File: src/rtl/rxg_pkg.sv
package rxg_pkg;
  typedef enum logic {RX_IDLE, RX_BUSY} rx_state_t;

  function automatic logic maj3(input logic a, input logic b, input logic c);
    return (a & b) | (a & c) | (b & c);
  endfunction
endpackage

File: src/rtl/rxg_sync.sv
module rxg_sync #(
  parameter int STAGES = 2
) (
  input  logic clk,
  input  logic rst,
  input  logic d,
  output logic q
);
  logic [STAGES-1:0] chain;

  generate
    if (STAGES == 1) begin : g_one
      always_ff @(posedge clk) begin
        if (rst) chain <= '1;
        else     chain <= d;
      end
    end else begin : g_many
      always_ff @(posedge clk) begin
        if (rst) chain <= '1;
        else     chain <= {chain[STAGES-2:0], d};
      end
    end
  endgenerate

  assign q = chain[STAGES-1];
endmodule

File: src/rtl/rxg_bitengine.sv
module rxg_bitengine
  import rxg_pkg::*;
#(
  parameter int OVS    = 16,
  parameter int DATA_W = 8
) (
  input  logic              clk,
  input  logic              rst,
  input  logic              tick_i,
  input  logic              line_i,
  output logic              done_o,
  output logic [DATA_W-1:0] data_o,
  output logic              stop_o
);
  localparam int SUB_W  = $clog2(OVS);
  localparam int MID    = OVS / 2;
  localparam int S_A    = MID - 1;
  localparam int S_B    = MID;
  localparam int S_C    = MID + 1;
  localparam int NBITS  = DATA_W + 2;
  localparam int BIT_W  = $clog2(NBITS + 1);
  localparam int LAST   = NBITS - 1;

  rx_state_t         st;
  logic [SUB_W-1:0]  sub;
  logic [SUB_W-1:0]  sub_nxt;
  logic [BIT_W-1:0]  bitn;
  logic              prev;
  logic              va, vb;
  logic              vote;
  logic [DATA_W-1:0] shreg;

  assign sub_nxt = sub + SUB_W'(1);
  assign vote    = maj3(va, vb, line_i);

  always_ff @(posedge clk) begin
    done_o <= 1'b0;
    if (rst) begin
      st     <= RX_IDLE;
      sub    <= '0;
      bitn   <= '0;
      prev   <= 1'b1;
      va     <= 1'b1;
      vb     <= 1'b1;
      shreg  <= '0;
      data_o <= '0;
      stop_o <= 1'b0;
    end else if (tick_i) begin
      prev <= line_i;
      if (st == RX_IDLE) begin
        if (prev && !line_i) begin
          st   <= RX_BUSY;
          sub  <= '0;
          bitn <= '0;
        end
      end else begin
        sub <= sub_nxt;
        if (sub_nxt == '0) bitn <= bitn + BIT_W'(1);
        if (sub_nxt == SUB_W'(S_A)) va <= line_i;
        if (sub_nxt == SUB_W'(S_B)) vb <= line_i;
        if (sub_nxt == SUB_W'(S_C)) begin
          if (bitn == '0) begin
            if (vote) st <= RX_IDLE;
          end else if (bitn == BIT_W'(LAST)) begin
            st     <= RX_IDLE;
            done_o <= 1'b1;
            stop_o <= vote;
            data_o <= shreg;
          end else begin
            shreg <= {vote, shreg[DATA_W-1:1]};
          end
        end
      end
    end
  end
endmodule

File: src/rtl/rxg_gate.sv
module rxg_gate #(
  parameter int DATA_W = 8
) (
  input  logic              clk,
  input  logic              rst,
  input  logic              done_i,
  input  logic [DATA_W-1:0] data_i,
  input  logic              stop_i,
  input  logic              mode_i,
  input  logic              clr_i,
  output logic [DATA_W-1:0] data_q,
  output logic              stop_q,
  output logic              full_q
);
  logic accept;

  assign accept = done_i && !full_q && (!mode_i || stop_i);

  always_ff @(posedge clk) begin
    if (rst) begin
      data_q <= '0;
      stop_q <= 1'b0;
      full_q <= 1'b0;
    end else if (accept) begin
      data_q <= data_i;
      stop_q <= stop_i;
      full_q <= 1'b1;
    end else if (clr_i) begin
      full_q <= 1'b0;
    end
  end
endmodule

File: src/rtl/ovs_rx_gate.sv
module ovs_rx_gate #(
  parameter int OVS       = 16,
  parameter int DATA_W    = 8,
  parameter int SYNC_STG  = 2
) (
  input  logic              clk,
  input  logic              rst,
  input  logic              samp_tick,
  input  logic              rx_in,
  input  logic              mp_mode,
  input  logic              rx_clr,
  output logic [DATA_W-1:0] rx_data,
  output logic              rx_stop,
  output logic              rx_full
);
  logic              line_s;
  logic              frm_done;
  logic [DATA_W-1:0] frm_data;
  logic              frm_stop;

  rxg_sync #(.STAGES(SYNC_STG)) u_sync (
    .clk (clk),
    .rst (rst),
    .d   (rx_in),
    .q   (line_s)
  );

  rxg_bitengine #(.OVS(OVS), .DATA_W(DATA_W)) u_eng (
    .clk    (clk),
    .rst    (rst),
    .tick_i (samp_tick),
    .line_i (line_s),
    .done_o (frm_done),
    .data_o (frm_data),
    .stop_o (frm_stop)
  );

  rxg_gate #(.DATA_W(DATA_W)) u_gate (
    .clk    (clk),
    .rst    (rst),
    .done_i (frm_done),
    .data_i (frm_data),
    .stop_i (frm_stop),
    .mode_i (mp_mode),
    .clr_i  (rx_clr),
    .data_q (rx_data),
    .stop_q (rx_stop),
    .full_q (rx_full)
  );
endmodule

File: config.mk
export PLATFORM = sky130hd
export DESIGN_NAME = ovs_rx_gate
export DESIGN_NICKNAME = d
export VERILOG_FILES = /design/src/rtl/rxg_pkg.sv /design/src/rtl/rxg_sync.sv /design/src/rtl/rxg_bitengine.sv /design/src/rtl/rxg_gate.sv /design/src/rtl/ovs_rx_gate.sv
export SDC_FILE = /design/constraint.sdc
export NUM_CORES = 1
export LEC_CHECK = 0
export BUFFER_PORTS_ARGS = -buffer_cell sky130_fd_sc_hd__buf_4
export CORE_MARGIN = 2
export CORE_UTILIZATION = 52
export DETAILED_ROUTE_END_ITERATION = 16
export PLACE_DENSITY_LB_ADDON = 0.12
export REMOVE_ABC_BUFFERS = 1
export SYNTH_ARGS = -nofsm -noshare
export SYNTH_HDL_FRONTEND = slang
export SYNTH_SLANG_ARGS = --single-unit
File: constraint.sdc
create_clock -name clk -period 1.68 [get_ports clk]
set_input_delay 0.084 -clock clk [delete_from_list [all_inputs] [get_ports clk]]
set_output_delay 0.084 -clock clk [all_outputs]
set_load 0.03 [all_outputs]
Word-level counts from Yosys, hierarchy flattened
Index checks and enable logic that the tools add are counted.

Add/subtract/negate cells: 2. Eq/ne operators: 5. Muxes and demuxes: 13. Bitwise gates (word level): 10. Reductions and logical operators: 18.

Operators by type and width (number): 4-bit 2-to-1 mux (4); 4-bit equality test (second input constant) (3); 5-bit AND reduction (2); 1-bit 2-to-1 mux (9); 3-bit AND reduction (3); 4-bit by 1-bit adder with 4-bit output (second input constant) (2); 4-bit logical NOT (2); 1-bit NOT (5); 5-bit OR reduction (1); 4-bit by 3-bit equality test with 1-bit output (second input constant) (1); 2-bit nonzero test (2); 1-bit bitwise AND (3); 1-bit logical AND (3); 1-bit logical NOT (3); 2-bit != test (second input constant) (1); 1-bit OR (2); 2-bit AND reduction (1); 1-bit logical OR (1).

Flip-flop bits (word level): 42. Input port bits: 6. Output and inout bits: 10. Logic and storage cells: 62.

Depth between registers and ports, before layout
Gate-level depths: netlist of the first run.

Word-level depth: 7. Gate-level depth with buffers: 7. Mapped depth without buffers: 6.

Hierarchy
From an unflattened synthesis of the first run, not the netlist that was laid out.

Cells, all modules: 207. Area total of the unflattened synthesis: 1950.6 um^2.

Modules (own cells, without submodules): rxg_bitengine (instances 1, cells each 159, area each 1443.9 um^2, sequential area each 600.6 um^2); rxg_gate (instances 1, cells each 44, area each 454.2 um^2, sequential area each 200.2 um^2); rxg_sync (instances 1, cells each 4, area each 52.6 um^2, sequential area each 40.0 um^2).

Worst setup path before layout of the first run
No wires, ideal clock.

Path type: reg-to-reg. From: register u_eng.sub[1]. To: register u_eng.shreg[0]. Library setup time: 116 ps. Arrival: 1734 ps. Required time: 1564 ps. Slack: -169 ps. Cell stages (with the launch flop): 7. Buffers on the path: 1. Period minus slack after synthesis: 1849 ps. Cells stage by stage: dfxtp_1 > ha_1 > xnor2_2 > nand3_2 > or3_1 > buf_2 > a31o_1.

Cells in the longest elaborated chain, start to end: 3.

Ends and longest elaborated chain: start, declared (RTL line rxg_bitengine.sv:25) `logic [SUB_W-1:0] sub;`; start signal, assigned (RTL line rxg_bitengine.sv:57) `sub <= sub_nxt;`; 4-bit by 1-bit adder with 4-bit output (RTL line rxg_bitengine.sv:33) `assign sub_nxt = sub + SUB_W'(1);`; 4-bit equality test (RTL line rxg_bitengine.sv:61) `if (sub_nxt == SUB_W'(S_C)) begin`; 5-bit AND reduction (no line); end signal, assigned (RTL line rxg_bitengine.sv:70) `shreg <= {vote, shreg[DATA_W-1:1]};`; end, declared (RTL line rxg_bitengine.sv:31) `logic [DATA_W-1:0] shreg;`.

No other way between the ends. A chain may end at the register's enable or synchronous reset.

Worst setup path after layout of the first run
From: register u_eng.sub[0]. To: register u_eng.shreg[3].

The elaborated chain is that of the path after synthesis.

==> results.toml, run 1 <==
[status]
status = "finished clean"

[clock_tree]
ctsLongestPathBuffers = 2
cts_tree = "built"
cts_buffers = 5
clock-sinks = 42
worstSkewPairLatency_ns = 0.36
path_clk_slew_ns = 0.12
h-tree-depth = 2
clock-root-buffer = "sky130_fd_sc_hd__clkbuf_4"

[placement]
portBuffers = 15
dp_hpwl_um = 2880
dp_slack_ns = -0.0289
gp_routability_congestion = 0.814

[detailed_routing]
vias = 1623
via_per_inst = 5.62
route.antenna.remaining_nets = 0
drt_first_iter_violations = 100
finalWirelength_um = 3990
drtPass1Iterations = 4
drt_drc_violations_left = 0
wl_per_cell_um = 13.8

[yosys]
top_area_cell_type_share_of_the_netlist_area_pct = 45.1
post-synth-top-count-cell = "sky130_fd_sc_hd__dfxtp_1"
yosysUniqueCellTypes = 42
syn-instance-count = 206
ffs_latches_synth = 42
synth_enable_flop_cells = 0
ys_warn_count = 0
synth_top_cells_by_count = "sky130_fd_sc_hd__dfxtp_1 (42), sky130_fd_sc_hd__a21oi_1 (16), sky130_fd_sc_hd__mux2i_1 (16), sky130_fd_sc_hd__nand2_1 (16), sky130_fd_sc_hd__nor2_1 (15)"
synth.yosys.seq_area_share_pct = 45.1
netlist_top_cells_area = "sky130_fd_sc_hd__dfxtp_1 (45%), sky130_fd_sc_hd__mux2i_1 (8.6%), sky130_fd_sc_hd__ha_1 (4.7%)"
avgSynthCellArea_um2 = 9.04
post_synth_instance_area_um2 = 1860
postSynth.asyncResetShare_pct = 0
synth.largest_area_cell = "sky130_fd_sc_hd__dfxtp_1"
synthFlopType = "sky130_fd_sc_hd__dfxtp_1"

[die]
core.rowCount = 21
boundaryPins = 16
fp.dieW_um = 63.9
design.die.area_um2 = 4080
dieHeight_um = 63.9
floorplan.core_area_um2 = 3390
initial_core_util_pct = 55.0

[global_route]
grt_max_degree = 31
grt_first_pass_wirelength_um = 6830
grt_remaining_overflow = 0
grt_util_all_layers_pct = 21.1
number_of_global_route_vias_before_repair = 1540
antenna_found_initial = 0

[timing]
setup_violations = 0
max-slew-margin-rel_pct = 58.0
period_needed_ns = 1.63
slew_viol_final = 0
final_period_util_pct = 97.0
max_clock_freq_ghz = 0.613
rsz0062_at_grt = "yes"
hold_violations = 0
worst_slew_pin_slew_ns = 0.625
finalClockSkew_ns = 0.0133
timing.final.ws_setup_ns = 0.0498
holdWs_ns = 0.0122

[cells_and_area]
seqCellArea_um2 = 847
area_of_the_multi_input_gates_um2 = 971
layout-drive-gt1-share_pct = 25.9
num-fill-cells = 268
area_growth_syn_to_layout_pct = 21.9
fin_nets = 255
insertedDiodeCount = 0

[worst_setup_path]
required_time_of_the_worst_setup_path_ns = 1.93
worst_setup_sp_type = "flip-flop"
critical_path_class = "flip-flop to flip-flop"
worst_path_dominant_cell_family = "simple AND/OR/NAND/NOR gates"
critical_path.endpoint_type = "flip-flop"
worst_path_arrival_ns = 1.88
critical_path.max_stage_delay_ns = 0.39
crit_fanout = 5
timing.critical_path.buf_inv = 1
crit_chain = "ha_2 > xnor2_2 > nand3_2 > or3_4 > buf_4 > mux2i_1"
r2r_slack_ns = 0.05
critPathSlowestCell = "sky130_fd_sc_hd__or3_4"

[power_and_ir_drop]
seq_power_share_pct = 64.5
clk_network_pwr_share_pct = 31.8
switching_share_pct = 23.8
cellPowerDensity_nw_per_um2 = 684
ir_worst_vdd_uv = 582
net_switching_component_of_the_power_uw = 369
pleak_uw = 0.000866
intPower_uw = 1180
comb_power_share_pct = 3.6

[worst_hold_path]
hold_path.class = "primary input to flip-flop"

[run]
drv.max_cap_violation_count = 0
-- through the flow --
step	total power, uW	instances	setup TNS [ns]	area, um^2	utilization, %
2_1_floorplan	1040	195	-0.672	1820	-
3_3_place_gp	1080	279	0	2160	63.7
3_5_place_dp	1080	279	-0.131	2160	63.7
4_1_cts	1570	288	0	2230	65.8
5_1_grt	1620	289	-0.00949	2270	67.0
6_report	1550	289	0	2270	67.0
-- sequential cells by signal, indices dropped and copies added (netlist names) --
register       flops
u_eng.bitn         4
u_eng.data_o       8
u_eng.done_o       1
u_eng.prev         1
u_eng.shreg        8
u_eng.st           1
u_eng.stop_o       1
u_eng.sub          4
u_eng.va           1
u_eng.vb           1
u_gate.data_q      8
u_gate.full_q      1
u_gate.stop_q      1
u_sync.chain       2
-- worst reg2reg max path: stages, from the launching register on --
cell	delay (ns)
sky130_fd_sc_hd__dfxtp_4	0.38
sky130_fd_sc_hd__ha_2	0.21
sky130_fd_sc_hd__xnor2_2	0.16
sky130_fd_sc_hd__nand3_2	0.12
sky130_fd_sc_hd__or3_4	0.39
sky130_fd_sc_hd__buf_4	0.17
sky130_fd_sc_hd__mux2i_1	0.12
-- final timing paths --
| check | from | end | cells past startpoint |
|---|---|---|---|
| setup reg to reg | u_eng.sub[0]$_SDFFE_PP0P_ | u_eng.shreg[3]$_SDFFE_PP0P_ | 6 |
| hold reg to reg | u_sync.chain[0]$_SDFF_PP1_ | u_sync.chain[1]$_SDFF_PP1_ | 1 |
| setup / recovery | u_eng.sub[0]$_SDFFE_PP0P_ | u_eng.shreg[3]$_SDFFE_PP0P_ | 6 |
| hold / removal | samp_tick | u_eng.prev$_SDFFE_PP1P_ | 3 |
-- cells in the final DEF (no fill, tap or decap), types with 2 or more instances in the layout --
master / n
sky130_fd_sc_hd__dfxtp_1: 39
sky130_fd_sc_hd__buf_4: 38
sky130_fd_sc_hd__nand2_1: 16
sky130_fd_sc_hd__a21oi_1: 16
sky130_fd_sc_hd__mux2i_1: 16
sky130_fd_sc_hd__nor2_1: 15
sky130_fd_sc_hd__nand3_1: 13
sky130_fd_sc_hd__o21ai_0: 12
sky130_fd_sc_hd__inv_1: 7
sky130_fd_sc_hd__ha_1: 6
sky130_fd_sc_hd__clkbuf_4: 5
sky130_fd_sc_hd__nand3b_1: 4
sky130_fd_sc_hd__a31oi_1: 4
sky130_fd_sc_hd__nand2b_1: 3
sky130_fd_sc_hd__or2_2: 3
sky130_fd_sc_hd__o211ai_1: 3
sky130_fd_sc_hd__nand4_1: 3
sky130_fd_sc_hd__nand3_2: 2
sky130_fd_sc_hd__nor3_2: 2
sky130_fd_sc_hd__and3_1: 2
sky130_fd_sc_hd__or3_1: 2
sky130_fd_sc_hd__a22oi_1: 2
sky130_fd_sc_hd__dfxtp_2: 2
-- power groups by stage --
| stage | logic [uW] | registers (uW) | clock network (uW) |
|---|---|---|---|
| final | 56.2 | 1000 | 494 |
| after global routing | 61.3 | 1000 | 559 |
| after CTS | 54.7 | 1000 | 508 |
| after detailed placement | 52.6 | 1030 | 0 |
| after global placement | 50.8 | 1030 | 0 |
| after floorplan | 17.9 | 1030 | 0 |
-- metal layers --
metal	vias to the layer above	GRT usage, %	share of wire (%)
met3	14	5.28	5.4
li1	801	-	-
met2	54	36.1	48
met1	754	25.8	44
met4	0	6.79	2.1
met5	-	0	0
-- cell type report --
cell class / instances / share of cell area (%)
flip-flops and latches: 42 / 37.3
clock buffers: 5 / 1.65
multi-input cells: 145 / 42.8
inverters: 8 / 1.32
well taps: 46 / 2.53
clock inverters: 3 / 0.937
repair buffers: 40 / 13.5
-- repair_timing --
action | in CTS | in global routing
pin swaps | 0 | 1
resized for setup | 2 | 9
buffers inserted | 0 | 1
hold endpoints to repair | 1 | 0
setup endpoints to repair | 9 | 13
hold buffers | 1 | 0
-- kinds of logic after synthesis --
logic type / Yosys count / share of synthesized area (%)
and+or+nand+nor: 73 / 20.3
AOI/OAI and AO/OA: 45 / 14.4
DFF: 42 / 45.1
buffers and inverters: 19 / 4.16
muxes: 16 / 8.60
adders and majority gates: 8 / 5.24
xor gates and xnor gates: 3 / 2.22
Power figures use the tool's default switching activity.
==> inputs of run 2 (changes only) <==
==> constraint.sdc (replaced) <==
create_clock -name clk -period 1.68 [get_ports clk]
set_input_delay 0.252 -clock clk [delete_from_list [all_inputs] [get_ports clk]]
set_output_delay 0.252 -clock clk [all_outputs]
set_load 0.03 [all_outputs]
==> results.toml, run 2 (same netlist as run 1, synthesis figures left out) <==
[die]
floorplan.core_area_um2 = 3390
fp.dieW_um = 63.9
dieHeight_um = 63.9
core.rowCount = 21
design.die.area_um2 = 4080
initial_core_util_pct = 55.0
boundaryPins = 16

[timing]
max_clock_freq_ghz = 0.606
final_period_util_pct = 98.2
tns_ns = 0
timing.final.ws_setup_ns = 0.0298
slew_viol_final = 0
hold_violations = 0
worst_slew_pin_slew_ns = 0.565
max-slew-margin-rel_pct = 61.4
finalClockSkew_ns = 0.0167
period_needed_ns = 1.65
setup_violations = 0
rsz0062_at_grt = "yes"

[worst_setup_path]
crit_chain = "ha_1 > xnor2_2 > nand3_2 > or3_1 > buf_4 > mux2i_1"
worst_path_arrival_ns = 1.90
worst_setup_sp_type = "flip-flop"
worstSetupStartpoint = "u_eng.sub[0]$_SDFFE_PP0P_"
critical_path.max_stage_delay_ns = 0.40
timing.critical_path.buf_inv = 1
worst_path_dominant_cell_family = "simple AND/OR/NAND/NOR gates"
critical_path.endpoint_type = "flip-flop"
critical_path_class = "flip-flop to flip-flop"
crit-reg2reg-launch = "u_eng.sub[0]$_SDFFE_PP0P_"
required_time_of_the_worst_setup_path_ns = 1.93
crit_fanout = 5
critPathSlowestCell = "sky130_fd_sc_hd__or3_1"

[detailed_routing]
finalWirelength_um = 4030
route.antenna.remaining_nets = 0
detail_route.wirelength.met1_um = 1920
drt_first_iter_violations = 83
dr.max_layer_used = "met4"
vias = 1607
wl_per_cell_um = 14.0
route.met3.wl_um = 189
drtPass1Iterations = 4
drt_drc_violations_left = 0
via_per_inst = 5.60
route.met2.wl_um = 1870

[global_route]
grt_remaining_overflow = 0
antenna_found_initial = 0
grt_util_all_layers_pct = 21.5
number_of_global_route_vias_before_repair = 1493
grt_first_pass_wirelength_um = 6910
grt_max_degree = 30

[cells_and_area]
layout.cells.most_common = "sky130_fd_sc_hd__dfxtp_1"
insertedDiodeCount = 0
layout_top_registers = "u_eng.data_o: 8 flops, u_eng.shreg: 8 flops, u_gate.data_q: 8 flops"
area_growth_syn_to_layout_pct = 22.1
layout-drive-gt1-share_pct = 25.3
fin_nets = 253
finalNonFillerCells = 287
mostFrequentLayoutCells = "sky130_fd_sc_hd__dfxtp_1 (39), sky130_fd_sc_hd__buf_4 (38), sky130_fd_sc_hd__nand2_1 (16), sky130_fd_sc_hd__mux2i_1 (16)"

[clock_tree]
clock-root-buffer = "sky130_fd_sc_hd__clkbuf_4"
worstSkewPairLatency_ns = 0.36
ctsLongestPathBuffers = 2
postCtsHoldBufs = 0
h-tree-depth = 2
clock-sinks = 42
path_clk_slew_ns = 0.12
cts_tree = "built"
cts_buffers = 5

[power_and_ir_drop]
ir_worst_vdd_uv = 489
pleak_uw = 0.000864
p_total_uw = 1710
cellPowerDensity_nw_per_um2 = 751

[worst_hold_path]
timing.hold.worst.start = "rx_in"
hold_path.class = "primary input to flip-flop"

[placement]
dp_hpwl_um = 2950
dp_cells = 279
dp_slack_ns = 0.0244
gp_routability_congestion = 0.860
portBuffers = 15

[run]
drv.max_cap_violation_count = 0

[status]
status = "finished clean"
-- run 2: stage by stage --
| step | util [%] | instance area, um^2 | hold WS, ns |
|---|---|---|---|
| floorplan | - | 1820 | 0.321 |
| global placement | 63.7 | 2160 | 0.397 |
| detailed placement | 63.7 | 2160 | 0.418 |
| CTS | 66.0 | 2240 | 0.0707 |
| global route | 67.1 | 2270 | 0.0759 |
| finish | 67.1 | 2270 | 0.0823 |
-- run 2: cell type report --
type	count	area, um^2
clock buffers	6	41.3
clock inverters	2	37.5
fillers	288	1110
inverters	8	30.0
multi-input cells	145	978
flip-flops and latches	42	845
well taps	46	57.6
repair buffers	38	285
-- run 2: repair_timing --
item | CTS | global route
endpoints found under the setup margin | 0 | 21
buffers inserted | 0 | 0
gates resized for setup | 0 | 10
-- run 2: worst register-to-register path, delay by kind of cell (launching register included) --
family	cells	cell delay (ns)
and+or+nand+nor	2	0.50
DFF	1	0.35
adders and majority gates	1	0.24
buffers and inverters	1	0.19
xor gates and xnor gates	1	0.17
muxes	1	0.12
-- run 2: report_power, final --
group / switching [uW] / leakage (uW) / internal [uW]
combinational: 35.1 / 0.000485 / 22.4
clock: 334 / 0.0000385 / 314
sequential: 3.16 / 0.000340 / 1000
-- run 2: routing by layer --
layer / vias to the layer above / global-route usage (%)
met2: 40 / 34.9
met3: 8 / 5.46
met5: - / 0
li1: 802 / -
met1: 757 / 28.1
met4: 0 / 6.79
-- run 2: worst paths after layout --
| path | to | slack (ns) | cells past startpoint |
|---|---|---|---|
| worst max-delay path | u_eng.shreg[1]$_SDFFE_PP0P_ | 0.03 | 6 |
| worst min-delay path | u_sync.chain[0]$_SDFF_PP1_ | 0.08 | 2 |
| worst max register to register | u_eng.shreg[1]$_SDFFE_PP0P_ | 0.03 | 6 |
| worst min register to register | u_sync.chain[1]$_SDFF_PP1_ | 0.44 | 1 |
==> inputs of run 3 (changes only) <==
--- a/config.mk
+++ b/config.mk
@@ -11,6 +11,7 @@
 export DETAILED_ROUTE_END_ITERATION = 16
 export PLACE_DENSITY_LB_ADDON = 0.12
 export REMOVE_ABC_BUFFERS = 1
+export SETUP_SLACK_MARGIN = 0.4
 export SYNTH_ARGS = -nofsm -noshare
 export SYNTH_HDL_FRONTEND = slang
 export SYNTH_SLANG_ARGS = --single-unit
==> results.toml, run 3 (same netlist as run 1, synthesis figures left out) <==
[cells_and_area]
insertedDiodeCount = 0
mostFrequentLayoutCells = "sky130_fd_sc_hd__buf_4 (38), sky130_fd_sc_hd__dfxtp_1 (35), sky130_fd_sc_hd__mux2i_1 (16)"
area_growth_syn_to_layout_pct = 42.5
layout-drive-gt1-share_pct = 42.3
layout.cells.most_common = "sky130_fd_sc_hd__buf_4"
fin_nets = 265
layout_top_registers = "u_eng.data_o: 8 flops, u_eng.shreg: 8 flops, u_gate.data_q: 8 flops"
final_area_um2 = 2660
finalNonFillerCells = 299
num-fill-cells = 227
utilization_pct = 78.3

[timing]
period_needed_ns = 1.59
max_clock_freq_ghz = 0.629
holdWs_ns = 0.0782
slew_viol_final = 0
worst_slew_pin_slew_ns = 0.389
hold_violations = 0
max-slew-margin-rel_pct = 74.0
setup_violations = 0
finalClockSkew_ns = 0.0158
final_period_util_pct = 94.6
tns_ns = 0
rsz0062_at_grt = "yes"

[clock_tree]
postCtsHoldBufs = 0
cts_buffers = 5
worstSkewPairLatency_ns = 0.37
clock-root-buffer = "sky130_fd_sc_hd__clkbuf_4"
cts_tree = "built"
h-tree-depth = 2
clock-sinks = 42
path_clk_slew_ns = 0.13
ctsLongestPathBuffers = 2

[global_route]
number_of_global_route_vias_before_repair = 1660
global_route.usage.met2_pct = 40.4
grt_first_pass_wirelength_um = 7770
grt_max_degree = 30
antenna_found_initial = 0
grt_remaining_overflow = 0
grt_use_met1_pct = 29.5
grtUsageMet3_pct = 6.34
grt_util_all_layers_pct = 24.6
gr-max-usage-layer = "met2"

[placement]
placedInstanceArea_um2 = 2160
portBuffers = 15
dp_hpwl_um = 2950
dp_cells = 279
gp_routability_congestion = 0.860

[worst_setup_path]
crit_fanout = 6
critical_path.endpoint_type = "flip-flop"
worst_path_arrival_ns = 1.84
worstRegToRegCells = 5
crit-reg2reg-launch = "u_eng.bitn[3]$_SDFFE_PP0P_"
r2r_slack_ns = 0.09
critical_path_class = "flip-flop to flip-flop"
worst_setup_sp_type = "flip-flop"
ff_to_ff_end = "u_eng.shreg[1]$_SDFFE_PP0P_"
required_time_of_the_worst_setup_path_ns = 1.93

[worst_hold_path]
hold_path.class = "primary input to flip-flop"
hold-path-endpoint = "u_sync.chain[0]$_SDFF_PP1_"
min_delay_path_depth = 2
timing.hold.worst.start = "rx_in"

[detailed_routing]
vias = 1712
route.antenna.remaining_nets = 0
drt_drc_violations_left = 0
via_per_inst = 5.73
drt_first_iter_violations = 111
drtPass1Iterations = 4
wl_per_cell_um = 17.2
finalWirelength_um = 5140

[die]
core.rowCount = 21
floorplan.core_area_um2 = 3390
boundaryPins = 16
design.die.area_um2 = 4080
fp.dieW_um = 63.9
initial_core_util_pct = 55.0
dieHeight_um = 63.9

[power_and_ir_drop]
ir_worst_vdd_uv = 508
cellPowerDensity_nw_per_um2 = 648
pleak_uw = 0.00101

[run]
drv.max_cap_violation_count = 0

[status]
status = "finished clean"
run 3: changes by cell type in the layout (fill, tap and decap cells not counted), moves of 3 or more:
cell,previous run,this run
sky130_fd_sc_hd__ha_1,6,3
sky130_fd_sc_hd__o21ai_2,0,3
sky130_fd_sc_hd__nand3_2,2,6
sky130_fd_sc_hd__o21ai_0,11,2
sky130_fd_sc_hd__nand3_1,13,8
sky130_fd_sc_hd__o21ai_1,2,8
sky130_fd_sc_hd__a21oi_1,15,10
sky130_fd_sc_hd__dfxtp_1,39,35
sky130_fd_sc_hd__dfxtp_4,0,5
sky130_fd_sc_hd__buf_6,0,11
sky130_fd_sc_hd__a21oi_2,1,5
run 3: layout make-up:
type	instances	area [um^2]	share of cell area [%]
Clock buffer	6	41.3	1.56
Tap cell	46	57.6	2.17
Clock inverter	2	37.5	1.41
Multi-Input combinational cell	145	1190	45.0
Sequential cell	42	862	32.5
Inverter	8	32.5	1.23
Timing Repair Buffer	50	429	16.2
run 3: report_power, final:
group          switching (uW)  internal [uW]
clock network             340            314
registers                3.93            993
logic                    41.1           28.5
total                     385           1330
run 3: metal layers:
metal | share of wire [%] | vias up | routed length [um]
met2 | 51 | 50 | 2630
met3 | 4.2 | 15 | 218
li1 | - | 828 | -
met5 | 0 | - | 0
met4 | 3.3 | 0 | 172
met1 | 41 | 819 | 2120
run 3: worst max path at each step:
| stage | start | to | cells past startpoint |
|---|---|---|---|
| 2_1_floorplan | u_eng.sub[1]$_SDFFE_PP0P_ | u_eng.shreg[0]$_SDFFE_PP0P_ | 5 |
| 3_3_place_gp | u_eng.sub[0]$_SDFFE_PP0P_ | u_eng.st$_SDFFE_PP0P_ | 6 |
| 3_5_place_dp | u_eng.sub[0]$_SDFFE_PP0P_ | u_eng.shreg[1]$_SDFFE_PP0P_ | 6 |
| 4_1_cts | u_eng.sub[1]$_SDFFE_PP0P_ | u_eng.shreg[1]$_SDFFE_PP0P_ | 6 |
| 5_1_grt | u_eng.sub[0]$_SDFFE_PP0P_ | u_eng.data_o[3]$_SDFFE_PP0P_ | 7 |
| 6_report | u_eng.bitn[3]$_SDFFE_PP0P_ | u_eng.shreg[1]$_SDFFE_PP0P_ | 5 |
run 3: metrics by stage:
stage          setup WS, ns  power (uW)
2_1_floorplan        -0.187        1040
3_3_place_gp         0.0188        1080
3_5_place_dp         0.0244        1080
4_1_cts               0.107        1720
5_1_grt              0.0711        1780
6_report             0.0912        1720
run 3: worst max-delay path: stages, from the launching register on:
cell and delay (ns):
sky130_fd_sc_hd__dfxtp_1 0.52, sky130_fd_sc_hd__nand2b_4 0.21, sky130_fd_sc_hd__a21oi_4 0.06, sky130_fd_sc_hd__or3_4 0.42, sky130_fd_sc_hd__buf_6 0.15, sky130_fd_sc_hd__mux2i_1 0.11
run 3: repair_timing:
item                                   4_1_cts  5_1_grt
buffers inserted                             4        8
setup endpoints to repair                   37       36
endpoints found under the hold margin        0        0
pin swaps                                   21       18
resized for setup                           49       32
